<file path="src/rtl/rtc_timebase_pkg.sv">
package rtc_timebase_pkg;
   localparam int ADDR_W = 3;

   localparam logic [ADDR_W-1:0] RA_SUB     = 3'd0;
   localparam logic [ADDR_W-1:0] RA_SEC_LO  = 3'd1;
   localparam logic [ADDR_W-1:0] RA_SEC_HI  = 3'd2;
   localparam logic [ADDR_W-1:0] RA_CMP_IVL = 3'd3;
   localparam logic [ADDR_W-1:0] RA_CMP_CTL = 3'd4;

   typedef enum logic [1:0] {
      WS_IDLE     = 2'd0,
      WS_HAVE_SUB = 2'd1,
      WS_HAVE_LO  = 2'd2
   } wr_state_e;

   function automatic logic is_time_addr(input logic [ADDR_W-1:0] a);
      return (a == RA_SUB) || (a == RA_SEC_LO) || (a == RA_SEC_HI);
   endfunction
endpackage

</file>
<file path="src/rtl/rtc_timebase_wr_stage.sv">
module rtc_timebase_wr_stage
   import rtc_timebase_pkg::*;
#(
   parameter int SUB_W  = 15,
   parameter int WORD_W = 32
) (
   input  logic                  clk,
   input  logic                  rst_n,
   input  logic                  acc_valid,
   input  logic                  acc_write,
   input  logic [ADDR_W-1:0]     acc_addr,
   input  logic [WORD_W-1:0]     acc_wdata,
   output logic                  commit_o,
   output logic [SUB_W-1:0]      c_sub_o,
   output logic [2*WORD_W-1:0]   c_sec_o
);
   wr_state_e          st_q, st_d;
   logic [SUB_W-1:0]   sub_q, sub_d;
   logic [WORD_W-1:0]  lo_q, lo_d;
   logic               hit, in_order;

   always_comb begin
      hit      = acc_valid && is_time_addr(acc_addr);
      st_d     = st_q;
      sub_d    = sub_q;
      lo_d     = lo_q;
      commit_o = 1'b0;
      in_order = 1'b0;
      if (hit) begin
         if (acc_write && acc_addr == RA_SUB) begin
            in_order = 1'b1;
            st_d     = WS_HAVE_SUB;
            sub_d    = acc_wdata[SUB_W-1:0];
            lo_d     = '0;
         end else if (acc_write && acc_addr == RA_SEC_LO && st_q == WS_HAVE_SUB) begin
            in_order = 1'b1;
            st_d     = WS_HAVE_LO;
            lo_d     = acc_wdata;
         end else if (acc_write && acc_addr == RA_SEC_HI && st_q == WS_HAVE_LO) begin
            in_order = 1'b1;
            commit_o = 1'b1;
            st_d     = WS_IDLE;
            sub_d    = '0;
            lo_d     = '0;
         end else begin
            st_d  = WS_IDLE;
            sub_d = '0;
            lo_d  = '0;
         end
      end
   end

   always_ff @(posedge clk or negedge rst_n) begin
      if (!rst_n) begin
         st_q  <= WS_IDLE;
         sub_q <= '0;
         lo_q  <= '0;
      end else begin
         st_q  <= st_d;
         sub_q <= sub_d;
         lo_q  <= lo_d;
      end
   end

   assign c_sub_o = sub_q;
   assign c_sec_o = {acc_wdata, lo_q};

   // a broken sequence leaves nothing staged
   a_r6_discard: assert property (@(posedge clk) disable iff (!rst_n)
      (hit && !in_order) |=> (st_q == WS_IDLE && sub_q == '0 && lo_q == '0));
   // commit only from the fully staged state
   a_r5_commit_order: assert property (@(posedge clk) disable iff (!rst_n)
      commit_o |-> (st_q == WS_HAVE_LO));
endmodule

</file>
<file path="src/rtl/rtc_timebase_comp_sched.sv">
module rtc_timebase_comp_sched #(
   parameter int WORD_W = 32
) (
   input  logic              clk,
   input  logic              rst_n,
   input  logic              wr_ivl,
   input  logic              wr_ctl,
   input  logic [WORD_W-1:0] wdata,
   input  logic              boundary,
   input  logic              adj_done,
   input  logic              commit,
   output logic              armed_o,
   output logic              add_o,
   output logic [WORD_W-1:0] ivl_o,
   output logic [WORD_W-1:0] ctl_o
);
   localparam int EN_BIT  = WORD_W - 1;
   localparam int ADD_BIT = WORD_W - 2;

   logic [WORD_W-1:0] ivl_q, ctl_q, act_ivl_q, cnt_q;
   logic              pend_q, act_en_q, act_add_q, armed_q;
   logic [WORD_W:0]   eff_ivl, cnt_next;
   logic              last;

   always_comb begin
      eff_ivl  = (act_ivl_q == '0) ? (WORD_W+1)'(1) : {1'b0, act_ivl_q};
      cnt_next = {1'b0, cnt_q} + (WORD_W+1)'(1);
      last     = (cnt_next >= eff_ivl);
   end

   always_ff @(posedge clk or negedge rst_n) begin
      if (!rst_n) begin
         ivl_q     <= '0;
         ctl_q     <= '0;
         act_ivl_q <= '0;
         cnt_q     <= '0;
         pend_q    <= 1'b0;
         act_en_q  <= 1'b0;
         act_add_q <= 1'b0;
         armed_q   <= 1'b0;
      end else begin
         if (wr_ivl) ivl_q <= wdata;
         if (wr_ctl) ctl_q <= wdata;
         if (commit || adj_done) armed_q <= 1'b0;
         if (boundary) begin
            if (pend_q) begin
               act_en_q  <= ctl_q[EN_BIT];
               act_add_q <= ctl_q[ADD_BIT];
               act_ivl_q <= ivl_q;
               cnt_q     <= '0;
            end else if (act_en_q) begin
               if (last) begin
                  armed_q <= 1'b1;
                  cnt_q   <= '0;
               end else begin
                  cnt_q <= cnt_next[WORD_W-1:0];
               end
            end
         end
         if (wr_ctl)        pend_q <= 1'b1;
         else if (boundary) pend_q <= 1'b0;
      end
   end

   assign armed_o = armed_q;
   assign add_o   = act_add_q;
   assign ivl_o   = ivl_q;
   assign ctl_o   = ctl_q;

   // arming only ever happens at a seconds boundary
   a_r8_arm_at_boundary: assert property (@(posedge clk) disable iff (!rst_n)
      $rose(armed_q) |-> $past(boundary));
   // a boundary with pending setting never arms in the same step
   a_r8_adopt_no_arm: assert property (@(posedge clk) disable iff (!rst_n)
      (boundary && pend_q && !armed_q) |=> !armed_q);
endmodule

</file>
<file path="src/rtl/rtc_timebase_time_core.sv">
module rtc_timebase_time_core #(
   parameter int SUB_W  = 15,
   parameter int WORD_W = 32
) (
   input  logic                clk,
   input  logic                rst_n,
   input  logic                tick,
   input  logic                commit,
   input  logic [SUB_W-1:0]    c_sub,
   input  logic [2*WORD_W-1:0] c_sec,
   input  logic                armed,
   input  logic                arm_add,
   output logic                boundary_o,
   output logic                adj_done_o,
   output logic [SUB_W-1:0]    sub_o,
   output logic [2*WORD_W-1:0] sec_o
);
   localparam int             SEC_W   = 2 * WORD_W;
   localparam logic [SUB_W-1:0] SUB_MAX = '1;

   logic [SUB_W-1:0] sub_q;
   logic [SEC_W-1:0] sec_q;

   assign boundary_o = tick && !commit && !armed && (sub_q == SUB_MAX);
   assign adj_done_o = tick && !commit && armed;

   always_ff @(posedge clk or negedge rst_n) begin
      if (!rst_n) begin
         sub_q <= '0;
         sec_q <= '0;
      end else if (commit) begin
         sub_q <= c_sub;
         sec_q <= c_sec;
      end else if (tick) begin
         if (armed) begin
            if (arm_add) sub_q <= sub_q + SUB_W'(2);
         end else if (sub_q == SUB_MAX) begin
            sub_q <= '0;
            sec_q <= sec_q + SEC_W'(1);
         end else begin
            sub_q <= sub_q + SUB_W'(1);
         end
      end
   end

   assign sub_o = sub_q;
   assign sec_o = sec_q;

   a_r2_hold: assert property (@(posedge clk) disable iff (!rst_n)
      (!tick && !commit) |=> ($stable(sub_q) && $stable(sec_q)));
   a_r2_step: assert property (@(posedge clk) disable iff (!rst_n)
      (tick && !commit && !armed && sub_q != SUB_MAX)
      |=> (sub_q == $past(sub_q) + SUB_W'(1) && $stable(sec_q)));
   a_r3_wrap: assert property (@(posedge clk) disable iff (!rst_n)
      (tick && !commit && !armed && sub_q == SUB_MAX)
      |=> (sub_q == '0 && sec_q == $past(sec_q) + SEC_W'(1)));
   a_r5_commit_load: assert property (@(posedge clk) disable iff (!rst_n)
      commit |=> (sub_q == $past(c_sub) && sec_q == $past(c_sec)));
   a_r9_drop_hold: assert property (@(posedge clk) disable iff (!rst_n)
      (adj_done_o && !arm_add) |=> $stable(sub_q));
   a_r10_add_two: assert property (@(posedge clk) disable iff (!rst_n)
      (adj_done_o && arm_add) |=> (sub_q == $past(sub_q) + SUB_W'(2)));
endmodule

</file>
<file path="src/rtl/rtc_timebase_rd_port.sv">
module rtc_timebase_rd_port
   import rtc_timebase_pkg::*;
#(
   parameter int SUB_W  = 15,
   parameter int WORD_W = 32
) (
   input  logic                clk,
   input  logic                rst_n,
   input  logic                acc_valid,
   input  logic                acc_write,
   input  logic [ADDR_W-1:0]   acc_addr,
   input  logic [SUB_W-1:0]    live_sub,
   input  logic [2*WORD_W-1:0] live_sec,
   input  logic [WORD_W-1:0]   cmp_ivl,
   input  logic [WORD_W-1:0]   cmp_ctl,
   output logic                rd_valid_o,
   output logic [WORD_W-1:0]   rd_data_o
);
   logic [WORD_W-1:0] snap_lo_q, snap_hi_q, rd_sel;
   logic              rd_req, take_snap;

   assign rd_req    = acc_valid && !acc_write;
   assign take_snap = rd_req && (acc_addr == RA_SUB);

   always_comb begin
      case (acc_addr)
         RA_SUB:     rd_sel = WORD_W'(live_sub);
         RA_SEC_LO:  rd_sel = snap_lo_q;
         RA_SEC_HI:  rd_sel = snap_hi_q;
         RA_CMP_IVL: rd_sel = cmp_ivl;
         RA_CMP_CTL: rd_sel = cmp_ctl;
         default:    rd_sel = '0;
      endcase
   end

   always_ff @(posedge clk or negedge rst_n) begin
      if (!rst_n) begin
         snap_lo_q  <= '0;
         snap_hi_q  <= '0;
         rd_valid_o <= 1'b0;
         rd_data_o  <= '0;
      end else begin
         rd_valid_o <= rd_req;
         if (rd_req) rd_data_o <= rd_sel;
         if (take_snap) begin
            snap_lo_q <= live_sec[WORD_W-1:0];
            snap_hi_q <= live_sec[2*WORD_W-1:WORD_W];
         end
      end
   end

   a_r4_valid_next: assert property (@(posedge clk) disable iff (!rst_n)
      rd_req |=> rd_valid_o);
   a_r4_snap_frozen: assert property (@(posedge clk) disable iff (!rst_n)
      !take_snap |=> ($stable(snap_lo_q) && $stable(snap_hi_q)));
endmodule

</file>
<file path="src/rtl/rtc_timebase.sv">
module rtc_timebase
   import rtc_timebase_pkg::*;
#(
   parameter int SUB_W   = 15,
   parameter int WORD_W  = 32,
   parameter bit COMP_EN = 1'b1
) (
   input  logic                clk,
   input  logic                rst_n,
   input  logic                tick_i,
   input  logic                acc_valid_i,
   input  logic                acc_write_i,
   input  logic [ADDR_W-1:0]   acc_addr_i,
   input  logic [WORD_W-1:0]   acc_wdata_i,
   output logic                rd_valid_o,
   output logic [WORD_W-1:0]   rd_data_o,
   output logic [SUB_W-1:0]    sub_cnt_o,
   output logic [2*WORD_W-1:0] sec_cnt_o
);
   localparam int SEC_W = 2 * WORD_W;

   if (SUB_W < 2 || SUB_W > WORD_W) begin : g_bad_sub_w
      $error("rtc_timebase: SUB_W must lie between 2 and WORD_W");
   end
   if (WORD_W < 8) begin : g_bad_word_w
      $error("rtc_timebase: WORD_W must be at least 8");
   end

   logic             commit, boundary, adj_done, armed, arm_add;
   logic [SUB_W-1:0] c_sub;
   logic [SEC_W-1:0] c_sec;
   logic [WORD_W-1:0] cmp_ivl, cmp_ctl;
   logic             wr_ivl, wr_ctl;

   assign wr_ivl = acc_valid_i && acc_write_i && (acc_addr_i == RA_CMP_IVL);
   assign wr_ctl = acc_valid_i && acc_write_i && (acc_addr_i == RA_CMP_CTL);

   rtc_timebase_wr_stage #(.SUB_W(SUB_W), .WORD_W(WORD_W)) u_wr (
      .clk(clk), .rst_n(rst_n),
      .acc_valid(acc_valid_i), .acc_write(acc_write_i),
      .acc_addr(acc_addr_i), .acc_wdata(acc_wdata_i),
      .commit_o(commit), .c_sub_o(c_sub), .c_sec_o(c_sec)
   );

   if (COMP_EN) begin : g_comp
      rtc_timebase_comp_sched #(.WORD_W(WORD_W)) u_comp (
         .clk(clk), .rst_n(rst_n),
         .wr_ivl(wr_ivl), .wr_ctl(wr_ctl), .wdata(acc_wdata_i),
         .boundary(boundary), .adj_done(adj_done), .commit(commit),
         .armed_o(armed), .add_o(arm_add), .ivl_o(cmp_ivl), .ctl_o(cmp_ctl)
      );
   end else begin : g_no_comp
      assign armed   = 1'b0;
      assign arm_add = 1'b0;
      assign cmp_ivl = '0;
      assign cmp_ctl = '0;
   end

   rtc_timebase_time_core #(.SUB_W(SUB_W), .WORD_W(WORD_W)) u_core (
      .clk(clk), .rst_n(rst_n), .tick(tick_i),
      .commit(commit), .c_sub(c_sub), .c_sec(c_sec),
      .armed(armed), .arm_add(arm_add),
      .boundary_o(boundary), .adj_done_o(adj_done),
      .sub_o(sub_cnt_o), .sec_o(sec_cnt_o)
   );

   rtc_timebase_rd_port #(.SUB_W(SUB_W), .WORD_W(WORD_W)) u_rd (
      .clk(clk), .rst_n(rst_n),
      .acc_valid(acc_valid_i), .acc_write(acc_write_i), .acc_addr(acc_addr_i),
      .live_sub(sub_cnt_o), .live_sec(sec_cnt_o),
      .cmp_ivl(cmp_ivl), .cmp_ctl(cmp_ctl),
      .rd_valid_o(rd_valid_o), .rd_data_o(rd_data_o)
   );

   // an armed adjustment always meets the start of a second
   a_r9_armed_at_zero: assert property (@(posedge clk) disable iff (!rst_n)
      armed |-> (sub_cnt_o == '0));
   // a time commit cancels any armed adjustment
   a_r11_commit_disarms: assert property (@(posedge clk) disable iff (!rst_n)
      commit |=> !armed);
endmodule

</file>
<file path="config.mk">
export PLATFORM = sky130hd
export DESIGN_NAME = rtc_timebase
export DESIGN_NICKNAME = d
export VERILOG_FILES = /design/src/rtl/rtc_timebase_pkg.sv /design/src/rtl/rtc_timebase_wr_stage.sv /design/src/rtl/rtc_timebase_comp_sched.sv /design/src/rtl/rtc_timebase_time_core.sv /design/src/rtl/rtc_timebase_rd_port.sv /design/src/rtl/rtc_timebase.sv
export SDC_FILE = /design/constraint.sdc
export NUM_CORES = 1
export LEC_CHECK = 0
export CAP_MARGIN = 20
export CORE_ASPECT_RATIO = 1.1
export CORE_UTILIZATION = 35
export DETAILED_ROUTE_END_ITERATION = 12
export GPL_ROUTABILITY_DRIVEN = 0
export PLACE_DENSITY_LB_ADDON = 0.08
export SETUP_SLACK_MARGIN = 0.2
export SYNTH_ARGS = -nofsm -noshare
export SYNTH_HDL_FRONTEND = slang
export SYNTH_SLANG_ARGS = --single-unit
</file>
<file path="constraint.sdc">
create_clock -name clk -period 5.6 [get_ports clk]
set_clock_uncertainty 0.05 [all_clocks]
set_input_delay 0.56 -clock clk [delete_from_list [all_inputs] [get_ports clk]]
set_output_delay 0.56 -clock clk [all_outputs]
set_load 0.005 [all_outputs]
</file>
Yosys cells after proc, flatten, opt, wreduce, memory -nomap -nowiden
Index checks and enable logic that the tools add are counted.

Register bits after elaboration: 357. Word-level logic and storage cells: 95. Output and inout port bits: 112.

Magnitude comparators: 1. Add/subtract/negate cells: 4. Mux-type cells: 31. Reductions and logical operators: 32. Equal/unequal tests: 10.

Operator list (count): 64-bit two-way mux (4); 32-bit two-way mux (6); 32-bit case mux with 5 select lines (1); 15-bit two-way mux (7); 64-bit by 1-bit adder with 64-bit output, second input constant (1); 32-bit by 1-bit adder with 33-bit output, second input constant (1); 33-bit >= comparator (1); 32-bit zero test (1); 15-bit by 1-bit adder with 15-bit output, second input constant (1); 15-bit by 2-bit adder with 15-bit output, second input constant (1); 15-bit equality test, second input constant (1); 1-bit logical AND (15); 1-bit two-way mux (11); 2-bit AND reduction (4); 2-bit nonzero test (4); 3-bit by 2-bit equality test with 1-bit output, second input constant (2); 2-bit two-way mux (2); 2-bit by 1-bit != test with 1-bit output, second input constant (2); 3-bit by 1-bit equality test with 1-bit output, second input constant (1); 3-bit equality test, second input constant (1); 1-bit zero test (3); 3-bit zero test (1); 1-bit logical OR (3); 3-bit by 1-bit != test with 1-bit output, second input constant (1); other kinds (3) (3).

Depth between registers and ports, before layout
Gate-level depths: netlist of the first run.

Word-level depth: 16. Depth in mapped cells: 15.

Hierarchy
Synthesis of the first run repeated with hierarchy kept, for this count alone.

Cells, all modules: 1723. Area total of the unflattened synthesis: 19219.7 µm².

Modules (own cells, without submodules): rtc_timebase_comp_sched (cells each 520, seq. area each 3303.2 µm², times used 1, area an instance 6516.2 µm²); rtc_timebase_rd_port (cells each 407, seq. area each 2427.3 µm², times used 1, area an instance 5175.0 µm²); rtc_timebase_time_core (cells each 602, seq. area each 1976.9 µm², times used 1, area an instance 5034.8 µm²); rtc_timebase_wr_stage (cells each 190, seq. area each 1226.2 µm², times used 1, area an instance 2471.1 µm²); rtc_timebase (cells each 4, seq. area each 0.0 µm², times used 1, area an instance 22.5 µm²).

Least setup slack after synthesis of the first run
No wires, ideal clock.

Path kind: register -> register. Start: reg g_comp.u_comp.cnt_q[0]. End: reg g_comp.u_comp.cnt_q[22]. Setup time: 66 ps. Period minus slack after synthesis: 3687 ps. Cell stages (with the launch flop): 15. Buffers on the path: 2. Path slack: 1913 ps. Data arrival time: 3570 ps. Cells stage by stage: dfrtp_1 -> ha_1 -> and3_1 -> nand4_1 -> and2_1 -> or2_2 -> ha_1 -> a21oi_1 -> o21ai_0 -> a221o_1 -> a2bb2oi_1 -> and4_1 -> clkbuf_1 -> buf_1 -> a22o_1.

Cells in the longest elaborated chain, start to end: 5.

Ends and longest elaborated chain: start: declaration (line rtc_timebase_comp_sched.sv:20) `logic [WORD_W-1:0] ivl_q, ctl_q, act_ivl_q, cnt_q;`; start signal: assignment (line rtc_timebase_comp_sched.sv:56) `cnt_q <= cnt_next[WORD_W-1:0];`; 32-bit by 1-bit adder with 33-bit output (*) (line rtc_timebase_comp_sched.sv:27) `cnt_next = {1'b0, cnt_q} + (WORD_W+1)'(1);`; 33-bit >= comparator (line rtc_timebase_comp_sched.sv:28) `last = (cnt_next >= eff_ivl);`; 32-bit two-way mux (*) (line rtc_timebase_comp_sched.sv:52) `if (last) begin`; 32-bit two-way mux (*) (line rtc_timebase_comp_sched.sv:51) `end else if (act_en_q) begin`; 32-bit two-way mux (*) (line rtc_timebase_comp_sched.sv:46) `if (pend_q) begin`.

Every way passes the cells marked *; elsewhere a longest branch is shown, timed or not. The select of a mux whose other input is x is not followed. A chain may end at the register's enable or synchronous reset.

Worst setup path after layout of the first run
Start: reg g_comp.u_comp.cnt_q[0]. End: reg g_comp.u_comp.cnt_q[26].

Same word-level chain as after synthesis.

==> results by group, run 1 <==
Status
  • Outcome: finished, final reports clean

Placed design
  • PortBufs: between 150 and 200
  • Detailed Place HPWL: around 39 mm
  • Post-Place Setup Slack: roughly 1100 ps

Die
  • Die ar.: 0.0503 sq mm
  • Die Y: ~240 um
  • Core ar.: slightly below 0.05 sq mm
  • Io pins: 152
  • Die span in x: between 200 and 250 um
  • Initial Util: 0.354
  • Row Count: 85

Critical path
  • Critical Path Sink Type: flip-flop
  • Worst path required time: roughly 6000 ps
  • Worst Setup Start Kind: flip-flop
  • Crit path DAT: ~4700 ps
  • CP max FO: 19
  • Critical path class: flip-flop to flip-flop

Synth
  • Seq/Total Area, Yosys: 0.516
  • Adder-Cell Fraction of Synth Area: 0.0260
  • Synth Area in Simple Gates: 0.132
  • Post-synthesis area per instance: 10.8 sq um
  • Seq cells post-synth: roughly 360
  • Ys async rst share: 1.00
  • Compound-cell area share of the yosys netlist: 0.141
  • Xor/xnor share of the synthesized area: 0.0319
  • Cell count after synthesis: 1596
  • Synthesis Warnings: 0
  • Cell taking the most area after synthesis: dfrtp_1
  • Primary FF master, synth: dfrtp_1
  • Synth top area share: 0.516
  • Number of synthesized flops with an enable pin: 0
  • Syn_nets: 1672
  • Mux share of post-synthesis cell area: 0.121
  • Synthesized area: approximately 0.017 sq mm
  • Largest family of logic cells by synthesized area: compound AO/OA/AOI/OAI gates
  • Distinct cells, synth: 61
  • Ranking of synthesized cells by area: dfrtp_1, mux2_2, a22o_1, nand2_1, o21ai_0

Final layout
  • Layout Nets: about 1.8k
  • P&R area growth vs syn: 20.9%
  • Fill count: ~4.8k
  • Layout cells sized above 1: 0.152
  • Antenna Cells: 0

Pwr
  • Power share of the combinational group: 0.096
  • Sw frac: 0.254
  • NetSw: 1.63 mW
  • Internal: 4.78 mW
  • P_leak: 8.96 nW
  • Flop pwr share: 0.471
  • Clock share of power: 0.432
  • Power per cell area: ~310 mW/mm^2
  • IR drop worst, VDD: approximately 0.18 mV

Global route
  • Largest net degree at the start of global routing: approximately 170
  • Global Route Usage Sum: 0.224
  • Initial antenna violation count: 0
  • Vias in the first global route: approximately 13k
  • Global-route wire length before repair: 86.0 mm
  • Grt ovf: 0

Clock tree
  • Total number of clock tree sinks: roughly 360
  • Clk_lat worst skew: between 500 and 600 ps
  • H-tree Lvls: 2
  • Post-CTS Setup Bufs: 0
  • Clk slew on worst S/H paths: 60 ps
  • CTS Buf Count: 42
  • Buffers from clock root to sink, at most: 3
  • Hold buffers post-CTS: 1
  • Post-cts resize count: 0
  • CTS tree: built
  • Root cell of the clock tree: clkbuf_16

Timing
  • Setup TNS: 0 ps
  • RSZ-0062 raised after global routing: no
  • FMAX: about 230 MHz
  • Period utilization: 0.766
  • Relative slew slack: 0.266
  • Setup Viol. Count Final: 0
  • Final hold viol count: 0
  • Worst-Margin Slew: between 1000 and 1500 ps
  • Final setup margin: about 1300 ps
  • Final Critical Period: approximately 4300 ps
  • Fin. max-slew vios: 0

Routing
  • Initial DRT Pass Iterations: 7
  • Via density: roughly 5.5
  • DR DRC count: 0
  • Post-DRT Antenna Nets: 0
  • 1st-iter DRT viols: about 800
  • Vias: roughly 13k
  • WL/cell: about 23 um
  • Post-Route WL: 56.1 mm

Hold path
  • Worst Hold Class: flip-flop to flip-flop

Job
  • Max Cap Viol: 0
## kinds of logic after synthesis
| group | after synthesis |
|---|---|
| AOI/OAI and AO/OA | 352 |
| DFF | 357 |
| muxes | 190 |
| buffers and inverters | 145 |
| adders and majority gates | 36 |
| xor gates and xnor gates | 63 |
| and+or+nand+nor | 453 |
## worst max-delay path: stages, from the launching register on
cell and delay (ps):
dfrtp_1 420, ha_1 260, and3_1 220, nand4_1 300, and2_1 290, or2_2 310
ha_1 310, a21oi_1 130, o21ai_0 100, a221o_1 350, a2bb2oi_1 460, and4_1 510
buf_4 330, a22o_1 170
## cell usage in the layout, fill, tap and decap left out, drive strengths merged, types with 18 or more instances in the layout
cell type / count
dfrtp: 357
nand2: 160
mux2: 153
clkdlybuf4s50: 149
o21ai: 109
a22o: 91
clkbuf: 69
inv: 56
nor2: 55
xnor2: 52
nand3: 46
mux2i: 37
ha: 36
nor4: 34
nor3: 29
nand4: 28
buf: 27
a31oi: 25
and3: 22
a21oi: 21
o22ai: 18
a22oi: 18
## worst paths after layout
kind	startpoint	to	slack, ps	cells after the start
max	g_comp.u_comp.cnt_q[0]	g_comp.u_comp.cnt_q[26]	1310	13
min	u_rd.rd_data_o[2]	u_rd.rd_data_o[2]	430	2
max reg2reg	g_comp.u_comp.cnt_q[0]	g_comp.u_comp.cnt_q[26]	1310	13
min reg2reg	u_rd.rd_data_o[2]	u_rd.rd_data_o[2]	430	2
max in group asynchronous	rst_n	u_wr.lo_q[11]	3450	3
min in group asynchronous	rst_n	g_comp.u_comp.cnt_q[27]	530	2
## power groups by stage
stage | clock network, mW | logic, mW | registers (mW)
floorplan | 0 | 0.331 | 2.95
global placement | 0 | 0.615 | 3.06
detailed placement | 0 | 0.623 | 3.07
CTS | 2.84 | 0.626 | 3.02
global route | 2.95 | 0.678 | 3.05
finish | 2.77 | 0.618 | 3.02
## state kept, by name (all words and copies together) (netlist names)
signal	flops
u_rd.rd_valid_o	1
g_comp.u_comp.add_o	1
u_rd.snap_hi_q	32
g_comp.u_comp.act_en_q	1
u_core.sec_o	64
u_rd.rd_data_o	32
u_rd.snap_lo_q	32
g_comp.u_comp.armed_o	1
g_comp.u_comp.act_ivl_q	32
g_comp.u_comp.ctl_o	32
g_comp.u_comp.ivl_o	32
g_comp.u_comp.cnt_q	32
u_wr.st_q	2
u_wr.lo_q	32
g_comp.u_comp.pend_q	1
u_wr.c_sub_o	15
u_core.sub_o	15
## synth_stat cells (all sizes together), types with 3 or more instances
master	count
a22oi	18
xor2	11
or4	12
and4	8
nor3b	3
o21ai	109
ha	36
a31oi	25
o22ai	18
nand4	28
a221oi	16
a21oi	21
o21a	8
o2111ai	6
nor2	55
a22o	91
nand4b	3
nand2b	9
nor2b	8
o21bai	3
clkbuf	78
buf	12
mux2	153
a21o	5
or3	11
o31ai	10
nand3	46
dfrtp	357
and3	22
nor4	34
mux2i	37
nor3	29
nand2	160
or2	7
o311ai	3
inv	55
xnor2	52
a31o	4
and2	13
## through the flow
step	cells	power [mW]	utilization	hold WS (ps)	area, sq um
6_report	2412	6.41	0.428	426	20900
5_1_grt	2412	6.68	0.428	446	20900
4_1_cts	2411	6.49	0.428	428	20900
3_5_place_dp	2334	3.69	0.399	409	19500
3_3_place_gp	2334	3.68	0.399	410	19500
2_1_floorplan	1596	3.29	-	214	17300
## per-layer routing
| layer | GRT usage | part of all wire | vias to the layer above |
|---|---|---|---|
| met1 | 0.315 | 0.47 | 6810 |
| met5 | 0 | 0 | - |
| met2 | 0.358 | 0.47 | 261 |
| li1 | - | - | 6124 |
| met3 | 0.0376 | 0.040 | 70 |
| met4 | 0.0556 | 0.022 | 0 |
## final cells by class
| type | count | area (sq um) | share of cell area |
|---|---|---|---|
| inverter | 55 | 206 | 0.00987 |
| tap | 652 | 816 | 0.0390 |
| sequential | 357 | 8930 | 0.427 |
| clock buffer | 68 | 1290 | 0.0616 |
| clock inverter | 8 | 93.8 | 0.00448 |
| multi-input combinational | 1094 | 7850 | 0.375 |
| timing repair buffer | 178 | 1740 | 0.0831 |
Note: power is estimated with default switching activity, not from simulation.
==> run 2, diff against run 1 <==
clock period = 3.63 ns   (was 5.6 ns; I/O delays follow)
==> run 2 against run 1 <==
Clock-buffer cell count shrank 5. Utilization rose by 1.7 points. Maximum frequency up 29%. Sequential share of layout area is 1.6 points lower. Non-clock buffer count increased by 64. Final cell count is 2.5% higher. Cell area is 3.9% higher. Die area unchanged. Combinational power up 68%. Wire length up 2.7%. Hold slack worse by 130 ps. Power grew 57%.
==> results by group, run 2 (synthesized netlist as in run 1, its figures left out) <==
Global route
  • Vias in the first global route: roughly 14k
  • Met3 Usage GRT: 0.0331
  • Largest net degree at the start of global routing: approximately 130
  • Grt ovf: 0
  • Initial antenna violation count: 1
  • Global route hottest layer: met2
  • Global-route wire length before repair: just under 90 mm
  • Global Route Usage Sum: 0.230
  • Met2 Use GR: 0.380
  • M1 GR Usage: 0.317

Job
  • Max Cap Viol: 0

Routing
  • Vias: roughly 14k
  • Post-DRT Antenna Nets: 0
  • Post-Route WL: 57.6 mm
  • WL/cell: roughly 23 um
  • Via density: about 5.5
  • DR DRC count: 0
  • 1st-iter DRT viols: around 810
  • Initial DRT Pass Iterations: 5

Timing
  • Worst-Margin Slew: roughly 980 ps
  • Final hold viol count: 0
  • Setup Viol. Count Final: 0
  • Final setup margin: 294 ps
  • Fin. max-slew vios: 0
  • FMAX: 300 MHz
  • Period utilization: 0.919
  • Relative slew slack: 0.346
  • RSZ-0062 raised after global routing: yes
  • Final Critical Period: between 3000 and 4000 ps

Clock tree
  • Clk_lat worst skew: about 560 ps
  • Clk slew on worst S/H paths: ~60 ps
  • Total number of clock tree sinks: between 300 and 400
  • Root cell of the clock tree: clkbuf_16
  • CTS tree: built
  • CTS Buf Count: 42
  • H-tree Lvls: 2
  • Buffers from clock root to sink, at most: 3

Pwr
  • Power share of the combinational group: 0.103
  • Flop pwr share: 0.459
  • Power per cell area: around 460 mW/mm^2
  • NetSw: between 2 and 3 mW
  • Clock share of power: 0.437
  • Internal: between 7 and 8 mW
  • Sw frac: 0.251
  • IR drop worst, VDD: about 0.29 mV
  • P_leak: between 9 and 10 nW

Critical path
  • R2R setup slack: about 290 ps
  • Worst-path cell chain: ha_2 > and3_4 > nand4_1 > buf_6 > buf_4 > and2_1 > or2_2 > ha_1 > a21oi_1 > o21ai_0 > a221o_1 > a2bb2oi_2 > and4_4 > buf_8 > a22o_1
  • Worst path required time: just over 4000 ps
  • Critical Path Sink Type: flip-flop
  • CP top delay family: simple AND/OR/NAND/NOR gates
  • Critical path's slowest cell: dfrtp_1
  • WP depth: 15
  • Worst flop-to-flop path startpoint: g_comp.u_comp.cnt_q[1]
  • Critical path class: flip-flop to flip-flop
  • Worst Setup Start Kind: flip-flop
  • Reg2Reg Depth: 15
  • CP peak stage delay: between 300 and 400 ps
  • CP max FO: 10
  • Crit path DAT: about 3800 ps
  • Worst Path Buf+Inv: 3
  • RR Endpoint: g_comp.u_comp.cnt_q[13]

Final layout
  • Antenna Cells: 0
  • Layout cells sized above 1: 0.201
  • Final Instance Area: between 0.02 and 0.025 sq mm
  • Multi-input gate area: 0.00800 sq mm
  • Most frequent cells in the layout: dfrtp_1, nand2_1, mux2_2
  • FF+latch area: ~0.0089 sq mm
  • Fill count: roughly 4.7k
  • Commonest non-fill, non-tap cell in the layout: dfrtp_1
  • Non-Filler Instances: about 2.5k
  • Max FFs per register: 64
  • P&R area growth vs syn: 25.6%
  • Layout Nets: 1868

Die
  • Die span in x: approximately 210 um
  • Initial Util: 0.354
  • Io pins: 152
  • Die ar.: just over 0.05 sq mm
  • Die Y: approximately 240 um
  • Row Count: 85
  • Core ar.: slightly below 0.05 sq mm

Placed design
  • Detailed Place HPWL: between 40 and 50 mm
  • PortBufs: about 150
  • Post-Place Setup Slack: -7.95 ps
  • Placed cell count: between 2k and 2.5k
  • Placed cell area: roughly 0.020 sq mm

Status
  • Outcome: finished, final reports clean

Hold path
  • Worst Hold Class: primary input to async pin
-- run 2: power by group through the flow --
stage	Sequential, mW	Combinational [mW]	Clock [mW]
5_1_grt	4.66	1.13	4.68
3_5_place_dp	4.69	1.04	0
2_1_floorplan	4.56	0.510	0
6_report	4.62	1.04	4.40
4_1_cts	4.62	1.05	4.51
3_3_place_gp	4.68	1.03	0
-- run 2: final cells by class --
type,instances,area share
Sequential cell,357,0.411
Multi-Input combinational cell,1094,0.368
Timing Repair Buffer,242,0.107
Clock buffer,63,0.0618
Tap cell,652,0.0375
Inverter,55,0.00950
Clock inverter,10,0.00484
-- run 2: worst max-delay path by stage --
stage | from | endpoint | slack [ps]
finish | g_comp.u_comp.cnt_q[1] | g_comp.u_comp.cnt_q[13] | 290
floorplan | g_comp.u_comp.cnt_q[0] | g_comp.u_comp.cnt_q[11] | 230
global placement | g_comp.u_comp.cnt_q[1] | g_comp.u_comp.cnt_q[0] | 110
global route | g_comp.u_comp.cnt_q[1] | g_comp.u_comp.cnt_q[29] | 150
detailed placement | g_comp.u_comp.cnt_q[1] | g_comp.u_comp.cnt_q[0] | -8
CTS | g_comp.u_comp.cnt_q[3] | g_comp.u_comp.cnt_q[0] | 200
-- run 2: per-layer routing --
layer,vias up,share of wire,wire length (um)
li1,6253,-,-
met1,6935,0.46,26400
met4,0,0.019,1090
met3,73,0.042,2400
met5,-,0,0
met2,329,0.48,27700
-- run 2: stage by stage --
step / total power, mW / utilization / TNS, ps / hold slack (ps)
after global placement: 5.71 / 0.409 / 0 / 309
after floorplan: 5.07 / - / 0 / 17.4
after CTS: 10.2 / 0.440 / 0 / 295
after global routing: 10.5 / 0.444 / 0 / 333
final: 10.1 / 0.444 / 0 / 300
after detailed placement: 5.73 / 0.409 / -7.95 / 306
-- run 2: timing repair --
action	4_1_cts	5_1_grt
setup endpoints to repair	30	33
hold buffers	1	0
gates cloned	0	0
endpoints found under the hold margin	60	0
gates resized for setup	10	33
pin swaps	2	14
setup buffers	1	13
==> run 3, diff against run 2 <==
GPL_ROUTABILITY_DRIVEN = unset   (was 0)
==> results of run 3 <==
No change in the layout: final DEF, timing and power equal those of run 2.
